===== src/rtl/edd_pkg.sv =====
// Shared constants and types for the energy dispersal descrambler.
package edd_pkg;
    localparam logic [7:0] SYNC_NORMAL = 8'h47;
    localparam logic [7:0] SYNC_INVERT = 8'hB8;
    localparam int PRBS_W     = 15;
    localparam int PRBS_TAP_A = 14;
    localparam int PRBS_TAP_B = 15;
    // Stage 1 in bit 0: stages 1,4,6,8 set.
    localparam logic [PRBS_W-1:0] PRBS_SEED = 15'h00A9;

    typedef enum logic [1:0] {
        BC_SYNC   = 2'd0,
        BC_PAY    = 2'd1,
        BC_PARITY = 2'd2
    } byte_cls_e;
endpackage


===== src/rtl/edd_prbs.sv =====
// Byte-wide Fibonacci PRBS generator.
// Presents the next BITS output bits (first bit in MSB) from the current state.
// load_i restores SEED, step_i advances BITS steps. load_i wins.
// Assumes TAP_A < TAP_B <= W; stage 1 is bit 0.
module edd_prbs #(
    parameter int W     = 15,
    parameter int TAP_A = 14,
    parameter int TAP_B = 15,
    parameter int BITS  = 8,
    parameter logic [W-1:0] SEED = '0
) (
    input  logic            clk,
    input  logic            rst_n,
    input  logic            load_i,
    input  logic            step_i,
    output logic [BITS-1:0] bits_o
);
    logic [W-1:0] state_q;
    logic [W-1:0] run_s;
    logic [W-1:0] state_after;
    logic         fb;

    // Unroll BITS shift steps to form the output byte and the advanced state.
    always_comb begin
        run_s  = state_q;
        bits_o = '0;
        fb     = 1'b0;
        for (int i = 0; i < BITS; i++) begin
            fb                 = run_s[TAP_A-1] ^ run_s[TAP_B-1];
            bits_o[BITS-1-i]   = fb;
            run_s              = {run_s[W-2:0], fb};
        end
        state_after = run_s;
    end

    // Hold, reload or advance the generator state.
    always_ff @(posedge clk) begin
        if (!rst_n) begin
            state_q <= SEED;
        end else if (load_i) begin
            state_q <= SEED;
        end else if (step_i) begin
            state_q <= state_after;
        end
    end
endmodule


===== src/rtl/edd_pos.sv =====
// Byte position tracker within a transport packet.
// Classifies the current input byte as sync, payload or check byte.
// Assumes in-packet positions start at 0 on the start-of-packet byte.
// Bytes seen before any start-of-packet marker count as check bytes.
module edd_pos
    import edd_pkg::*;
#(
    parameter int PKT_LEN = 188,
    parameter int PAR_LEN = 16
) (
    input  logic      clk,
    input  logic      rst_n,
    input  logic      valid_i,
    input  logic      sop_i,
    output byte_cls_e cls_o
);
    localparam int TOTAL = PKT_LEN + PAR_LEN;
    localparam int CW    = $clog2(TOTAL + 1);
    localparam logic [CW-1:0] LAST    = CW'(TOTAL);
    localparam logic [CW-1:0] PAY_END = CW'(PKT_LEN);

    logic [CW-1:0] idx_q;
    logic [CW-1:0] idx_cur;

    // Position of the current byte, saturating past the packet end.
    always_comb begin
        if (sop_i) begin
            idx_cur = '0;
        end else if (idx_q == LAST) begin
            idx_cur = LAST;
        end else begin
            idx_cur = idx_q + 1'b1;
        end
    end

    // Map the position to a byte class.
    always_comb begin
        if (sop_i) begin
            cls_o = BC_SYNC;
        end else if (idx_cur < PAY_END) begin
            cls_o = BC_PAY;
        end else begin
            cls_o = BC_PARITY;
        end
    end

    // Remember the position of the last accepted byte.
    always_ff @(posedge clk) begin
        if (!rst_n) begin
            idx_q <= LAST;
        end else if (valid_i) begin
            idx_q <= idx_cur;
        end
    end
endmodule


===== src/rtl/energy_descrambler.sv =====
// Energy dispersal descrambler for MPEG-2 transport streams.
// Reloads the PRBS on an inverted sync byte and restores that byte to 0x47.
// XORs payload bytes with the PRBS byte and passes sync and check bytes.
// Has a one-cycle registered latency.
// Assumes upstream framing flags each sync byte with in_sop.
module energy_descrambler
    import edd_pkg::*;
#(
    parameter int PKT_LEN = 188,
    parameter int PAR_LEN = 16
) (
    input  logic       clk,
    input  logic       rst_n,
    input  logic       bypass_i,
    input  logic       drop_parity_i,
    input  logic       in_valid,
    input  logic       in_sop,
    input  logic [7:0] in_data,
    output logic       out_valid,
    output logic       out_sop,
    output logic [7:0] out_data,
    output logic       out_unsynced
);
    byte_cls_e  cls;
    logic [7:0] prbs_byte;
    logic       is_inv;
    logic       prbs_step;
    logic       locked_q;
    logic [7:0] data_d;
    logic       valid_d;

    edd_pos #(
        .PKT_LEN (PKT_LEN),
        .PAR_LEN (PAR_LEN)
    ) u_pos (
        .clk     (clk),
        .rst_n   (rst_n),
        .valid_i (in_valid),
        .sop_i   (in_sop),
        .cls_o   (cls)
    );

    edd_prbs #(
        .W     (PRBS_W),
        .TAP_A (PRBS_TAP_A),
        .TAP_B (PRBS_TAP_B),
        .BITS  (8),
        .SEED  (PRBS_SEED)
    ) u_prbs (
        .clk    (clk),
        .rst_n  (rst_n),
        .load_i (is_inv),
        .step_i (prbs_step),
        .bits_o (prbs_byte)
    );

    // Decode the reload condition and the generator advance.
    always_comb begin
        is_inv    = in_valid && (cls == BC_SYNC) && (in_data == SYNC_INVERT);
        prbs_step = in_valid && !is_inv && (cls != BC_PARITY);
    end

    // Form the output byte and its valid flag.
    always_comb begin
        data_d = in_data;
        if (!bypass_i) begin
            if (is_inv) begin
                data_d = SYNC_NORMAL;
            end else if (locked_q && (cls == BC_PAY)) begin
                data_d = in_data ^ prbs_byte;
            end
        end
        valid_d = in_valid && !(drop_parity_i && (cls == BC_PARITY));
    end

    // Set the lock flag on the first inverted sync.
    always_ff @(posedge clk) begin
        if (!rst_n) begin
            locked_q <= 1'b0;
        end else if (is_inv) begin
            locked_q <= 1'b1;
        end
    end

    // Register the output stage.
    always_ff @(posedge clk) begin
        if (!rst_n) begin
            out_valid <= 1'b0;
            out_sop   <= 1'b0;
            out_data  <= '0;
        end else begin
            out_valid <= valid_d;
            out_sop   <= valid_d && in_sop;
            out_data  <= data_d;
        end
    end

    assign out_unsynced = !locked_q;
endmodule


===== config.mk =====
export PLATFORM = sky130hd
export DESIGN_NAME = energy_descrambler
export DESIGN_NICKNAME = d
export VERILOG_FILES = /design/src/rtl/edd_pkg.sv /design/src/rtl/edd_prbs.sv /design/src/rtl/edd_pos.sv /design/src/rtl/energy_descrambler.sv
export SDC_FILE = /design/constraint.sdc
export NUM_CORES = 1
export LEC_CHECK = 0
export ABC_CLOCK_PERIOD_IN_PS = 3720
export BUFFER_PORTS_ARGS = -buffer_cell sky130_fd_sc_hd__buf_2
export CAP_MARGIN = 0
export CORE_ASPECT_RATIO = 1.4
export CORE_UTILIZATION = 37
export CTS_CLUSTER_SIZE = 8
export DETAILED_ROUTE_END_ITERATION = 8
export PLACE_DENSITY = 0.66
export SYNTH_ARGS = -nofsm -noshare
export SYNTH_HDL_FRONTEND = slang
export SYNTH_SLANG_ARGS = --single-unit

===== constraint.sdc =====
create_clock -name clk -period 3.72 [get_ports clk]
set_clock_uncertainty 0.1 [all_clocks]
set_input_delay 0 -clock clk [delete_from_list [all_inputs] [get_ports clk]]
set_output_delay 0 -clock clk [all_outputs]
set_load 0.005 [all_outputs]

==> flow_summary.toml, run 1 <==
[timing]
slew_viol_final = 0
final-setup-viol-count = 0
fmaxAchievable_ghz = 0.3808
rsz0062_at_grt = "false"
fin_crit_sh_pct = 70.59
fin_crit_ps = 2626
hold_viol = 0
slew_headroom_pct = 45.34
tns_ps = 0
tightest_slew_ps = 816.3

[synth]
async_flop_share_pct = 0
synth_edf_count = 0
synth_area_sq_um = 1774
synthTopCellsByArea = "dfxtp_1, o21ai_0, a21oi_1"
ys_types = 43
ys_ff_latch = 34
synth_cells = 211
netlist.area_leader.share_pct = 38.36
synth_warnings = 0
syn_avg_cell_area_sq_um = 8.409
yosysTopAreaCell = "dfxtp_1"
synth_fp_nets = 227
yosysSeqAreaShare_pct = 38.36
synthFlopType = "dfxtp_1"

[cells_and_area]
fin_util_pct = 46.55
syn_to_final_growth_pct = 19.96
final_common_cell = "dfxtp_1"
nets = 257
num-fill-cells = 491
drive_gt1_share_pct = 16.94
diodes = 0
layout_common_cells = "dfxtp_1, buf_2, o21ai_0, a21oi_1, nor2_1"

[global_route]
grt_pass1_vias = 1556
grt_max_degree = 27
grt_pass1_wl_mm = 7.196
overflow = 0
antenna_found_initial = 0
grt_util_all_layers_pct = 18.80

[routing]
detail-route-antenna-nets = 0
wl_mm = 4.235
viasPerCell = 5.408
drc = 0
wl_per_cell_microns = 13.93
first_iter_violations = 67
vias = 1644
firstDrtPassIters = 4

[placed_design]
hpwl_mm = 3.089
gp_congestion = 0.8460
numPortBuffers = 24

[worst_setup_path]
crit_fanout = 19
end_kind = "register"
critPathRequiredTime_ps = 3790
worst_setup_path_start_kind = "register"
crit_type = "register to register"
arrival_ps = 2700

[clocking]
h-tree-depth = 2
cts-resized-gates = 0
cts_buffer_depth = 2
clockRootBuffer = "clkbuf_8"
insertion_delay_ps = 280
path_clk_slew_ps = 70
cts_buffers = 5
cts-hold-fix-buffers = 10
cts_tree = "built"
cts.sinks = 34
cts_setup_buffers = 0

[power_and_ir_drop]
power.leakage_nw = 0.8444
power.density_nw_per_um2 = 392.4
peakVddDrop_mv = 0.2743

[die]
pin_count = 25
dieArea_sq_um = 5080
fp.dieW_microns = 60.53
num_rows = 29
core_sq_um = 4572
die_y_microns = 83.94
start_util_pct = 38.81

[worst_hold_path]
holdCritPathClass = "primary input to register"

[run_status]
outcome = "complete, no violations"

[flow_run]
maxCapViolations = 0
## layer usage
| layer | GRT usage [%] | share of wire (%) | vias to the layer above |
|---|---|---|---|
| li1 | - | - | 829 |
| met1 | 22.46 | 41 | 771 |
| met2 | 31.27 | 54 | 35 |
| met3 | 3.721 | 2.7 | 9 |
| met4 | 8.471 | 2.7 | 0 |
| met5 | 0 | 0 | - |
## cell families after synthesis
logic type                 after synthesis  synth area share (%)
DFF                                     34                 38.36
AOI/OAI and AO/OA                       67                 25.11
buffers and inverters                   23                 5.994
adders and majority gates                2                 1.410
xor gates and xnor gates                10                 4.937
and+or+nand+nor                         73                 22.85
muxes                                    2                 1.340
## final cells by class
cell class | count | area (sq um) | area share (%)
inverter | 10 | 37.54 | 1.764
multi-input combinational | 154 | 987.2 | 46.38
sequential | 34 | 680.7 | 31.98
clock buffer | 8 | 110.1 | 5.173
tap | 62 | 77.57 | 3.645
timing repair buffer | 36 | 235.2 | 11.05
## report_power, final
| part | switching (mW) | internal [mW] |
|---|---|---|
| Clock | 0.127 | 0.187 |
| Sequential | 0.0169 | 0.387 |
| Combinational | 0.0668 | 0.0507 |
## per-stage QoR
stage	setup slack [ps]	instance area [sq um]	total power, mW	instances	hold WS [ps]
after global routing	891.1	2128	0.8753	304	29.32
after global placement	1218	1918	0.5195	286	80.53
final	1094	2128	0.8352	304	17.98
after CTS	1113	2128	0.8446	304	14.45
after detailed placement	1137	1918	0.5207	286	78.71
after floorplan	1491	1774	0.4844	211	-11.79
## cells in the mapped netlist, drive strengths merged, types with 3 or more instances
| cell | instances |
|---|---|
| and2 | 4 |
| inv | 10 |
| o21a | 3 |
| nand2 | 14 |
| or4 | 4 |
| a21oi | 18 |
| o31ai | 6 |
| dfxtp | 34 |
| buf | 6 |
| o311ai | 5 |
| xor2 | 7 |
| nand3 | 10 |
| xnor2 | 3 |
| nor2 | 16 |
| o21ai | 20 |
| clkbuf | 7 |
| a311oi | 6 |
| and3 | 3 |
| nor3 | 7 |
| nor2b | 5 |
## state kept, by name, summed over array words and instances (netlist names)
register,flops
locked_q,1
out_data,8
out_sop,1
out_valid,1
u_pos.idx_q,8
u_prbs.state_q,15
## critical path: stages (launching register included)
cell      delay [ps]
dfxtp_1          370
ha_1             260
and3_1           220
and2_1           150
o21ai_0          140
or4_1            850
a311oi_1         350
nor2_1            70
## worst paths after layout
path / from / end / slack, ps / cells past startpoint
hold reg to reg: u_prbs.state_q[1]$_SDFFE_PP0P_ / u_prbs.state_q[9]$_SDFFE_PP0P_ / 370 / 2
setup / recovery: u_pos.idx_q[0]$_SDFFE_PN0P_ / out_data[0]$_SDFF_PN0_ / 1090 / 7
setup reg to reg: u_pos.idx_q[0]$_SDFFE_PN0P_ / out_data[0]$_SDFF_PN0_ / 1090 / 7
hold / removal: in_data[2] / out_data[2]$_SDFF_PN0_ / 20 / 3
(Power assumes the default switching activity.)
==> inputs of run 2 (changes only) <==
Settings changed: ABC_CLOCK_PERIOD_IN_PS 3720 to 2560.
Clock period 3.72 ns to 2.56 ns, I/O delays scaled along.
==> flow_summary.toml, run 2 (same netlist as run 1, synthesis figures left out) <==
[routing]
first_iter_violations = 78
firstDrtPassIters = 4
detail-route-antenna-nets = 0
wl_mm = 4.268
vias = 1690
wl_per_cell_microns = 13.81
drc = 0
viasPerCell = 5.469

[clocking]
clockRootBuffer = "clkbuf_8"
cts_tree = "built"
cts_buffer_depth = 2
cts_buffers = 5
cts_setup_buffers = 0
h-tree-depth = 2
path_clk_slew_ps = 70
cts.sinks = 34
insertion_delay_ps = 290

[placed_design]
placed_cells = 292
gp_congestion = 0.8131
hpwl_mm = 3.098
numPortBuffers = 24

[global_route]
grt_util_all_layers_pct = 19.11
grt_pass1_vias = 1615
antenna_found_initial = 0
overflow = 0
grt_max_degree = 21
grt_pass1_wl_mm = 7.424

[worst_setup_path]
cp_common_cell = "a21oi_1"
arrival_ps = 2480
end_kind = "register"
worstRegToRegCells = 9
r2r_start = "u_pos.idx_q[0]$_SDFFE_PN0P_"
startpoint = "u_pos.idx_q[0]$_SDFFE_PN0P_"
critPathRequiredTime_ps = 2640
critPathSlowestCell = "dlygate4sd3_1"
crit_fanout = 4
worstSetupEndpoint = "out_valid$_SDFF_PN0_"
rrSetupSlack_ps = 160
critical_path.max_stage_delay_ps = 540
r2r-end = "out_valid$_SDFF_PN0_"
crit_chain = "inv_1 -> ha_1 -> nand4b_1 -> and2_1 -> o21ai_1 -> or3_1 -> a21oi_1 -> a21oi_1 -> dlygate4sd3_1"
worst_setup_path_start_kind = "register"
crit_type = "register to register"

[timing]
tns_ps = 0
hold_viol = 0
holdWs_ps = 8.835
fin_crit_ps = 2400
slew_headroom_pct = 62.39
fin_crit_sh_pct = 93.73
slew_viol_final = 0
final-setup-viol-count = 0
tightest_slew_ps = 561.6
rsz0062_at_grt = "false"
fmaxAchievable_ghz = 0.4167

[power_and_ir_drop]
power.density_nw_per_um2 = 524.1
power.leakage_nw = 0.8517
peakVddDrop_mv = 0.2773

[cells_and_area]
drive_gt1_share_pct = 19.43
fin_util_pct = 47.43
fin_cells = 309
diodes = 0
nets = 263
final_common_cell = "dfxtp_1"
top_regs = "u_prbs.state_q: 15 flops, out_data: 8 flops, u_pos.idx_q: 8 flops"
layout_common_cells = "dfxtp_1, buf_2, o21ai_0, a21oi_1, nor2_1"
regMostFlops = "u_prbs.state_q"
syn_to_final_growth_pct = 22.21
largest_register_ffs = 15

[die]
die_y_microns = 83.94
start_util_pct = 38.81
fp.dieW_microns = 60.53
pin_count = 25
num_rows = 29
dieArea_sq_um = 5080
core_sq_um = 4572

[run_status]
outcome = "complete, no violations"

[flow_run]
maxCapViolations = 0

[worst_hold_path]
holdCritPathClass = "primary input to register"
run 2: cell count changes in the layout (fill, tap and decap cells not counted), moves of 2 or more:
cell / before / now
clkbuf_8: 8 / 5
dfxtp_2: 0 / 2
buf_4: 2 / 8
clkbuf_1: 0 / 2
dfxtp_1: 34 / 32
run 2: per-stage QoR:
step / setup slack [ps] / total power [mW] / cell area (sq um)
2_1_floorplan: 331.0 / 0.7039 / 1774
3_3_place_gp: 228.5 / 0.7589 / 1963
4_1_cts: 37.58 / 1.143 / 2140
5_1_grt: 9.147 / 1.194 / 2168
6_report: 160.4 / 1.136 / 2168
3_5_place_dp: 176.7 / 0.7617 / 1963
run 2: cell type report:
type                    count  area, sq um
fillers                   464         2404
repair buffers             42        280.3
multi-input cells         154         1013
clock buffers               7        76.32
flip-flops and latches     34        683.2
inverters                  10        37.54
well taps                  62        77.57
run 2: power breakdown:
group	switching (mW)	internal [mW]	total, mW
clock	0.186	0.187	0.373
sequential	0.0253	0.563	0.588
combinational	0.0968	0.0788	0.176
run 2: routing by layer:
metal	share of wire [%]	GRT usage (%)	wire, microns
met2	52	33.27	2230
met4	2.2	8.264	92
met1	41	21.71	1765
met5	0	0	0
met3	4.2	3.566	179
run 2: worst min-delay path by stage:
stage | start | endpoint | slack, ps | cells past startpoint
after floorplan | drop_parity_i | out_valid$_SDFF_PN0_ | -10 | 1
after global placement | drop_parity_i | out_valid$_SDFF_PN0_ | 80 | 2
after detailed placement | drop_parity_i | out_valid$_SDFF_PN0_ | 80 | 2
after CTS | in_sop | out_sop$_SDFF_PN0_ | 9 | 2
after global routing | in_sop | out_sop$_SDFF_PN0_ | 20 | 2
final | in_sop | out_sop$_SDFF_PN0_ | 9 | 2
run 2: critical path, delay by kind of cell (launching register included):
kind | cells | cell delay, ps
adders and majority gates | 1 | 200
DFF | 1 | 370
and+or+nand+nor | 3 | 670
buffers and inverters | 2 | 620
AOI/OAI and AO/OA | 3 | 340
run 2: repair_timing:
action,in CTS,in global routing
endpoints found under the setup margin,0,6
endpoints found under the hold margin,12,0
hold buffers,10,0
gates resized for setup,0,7
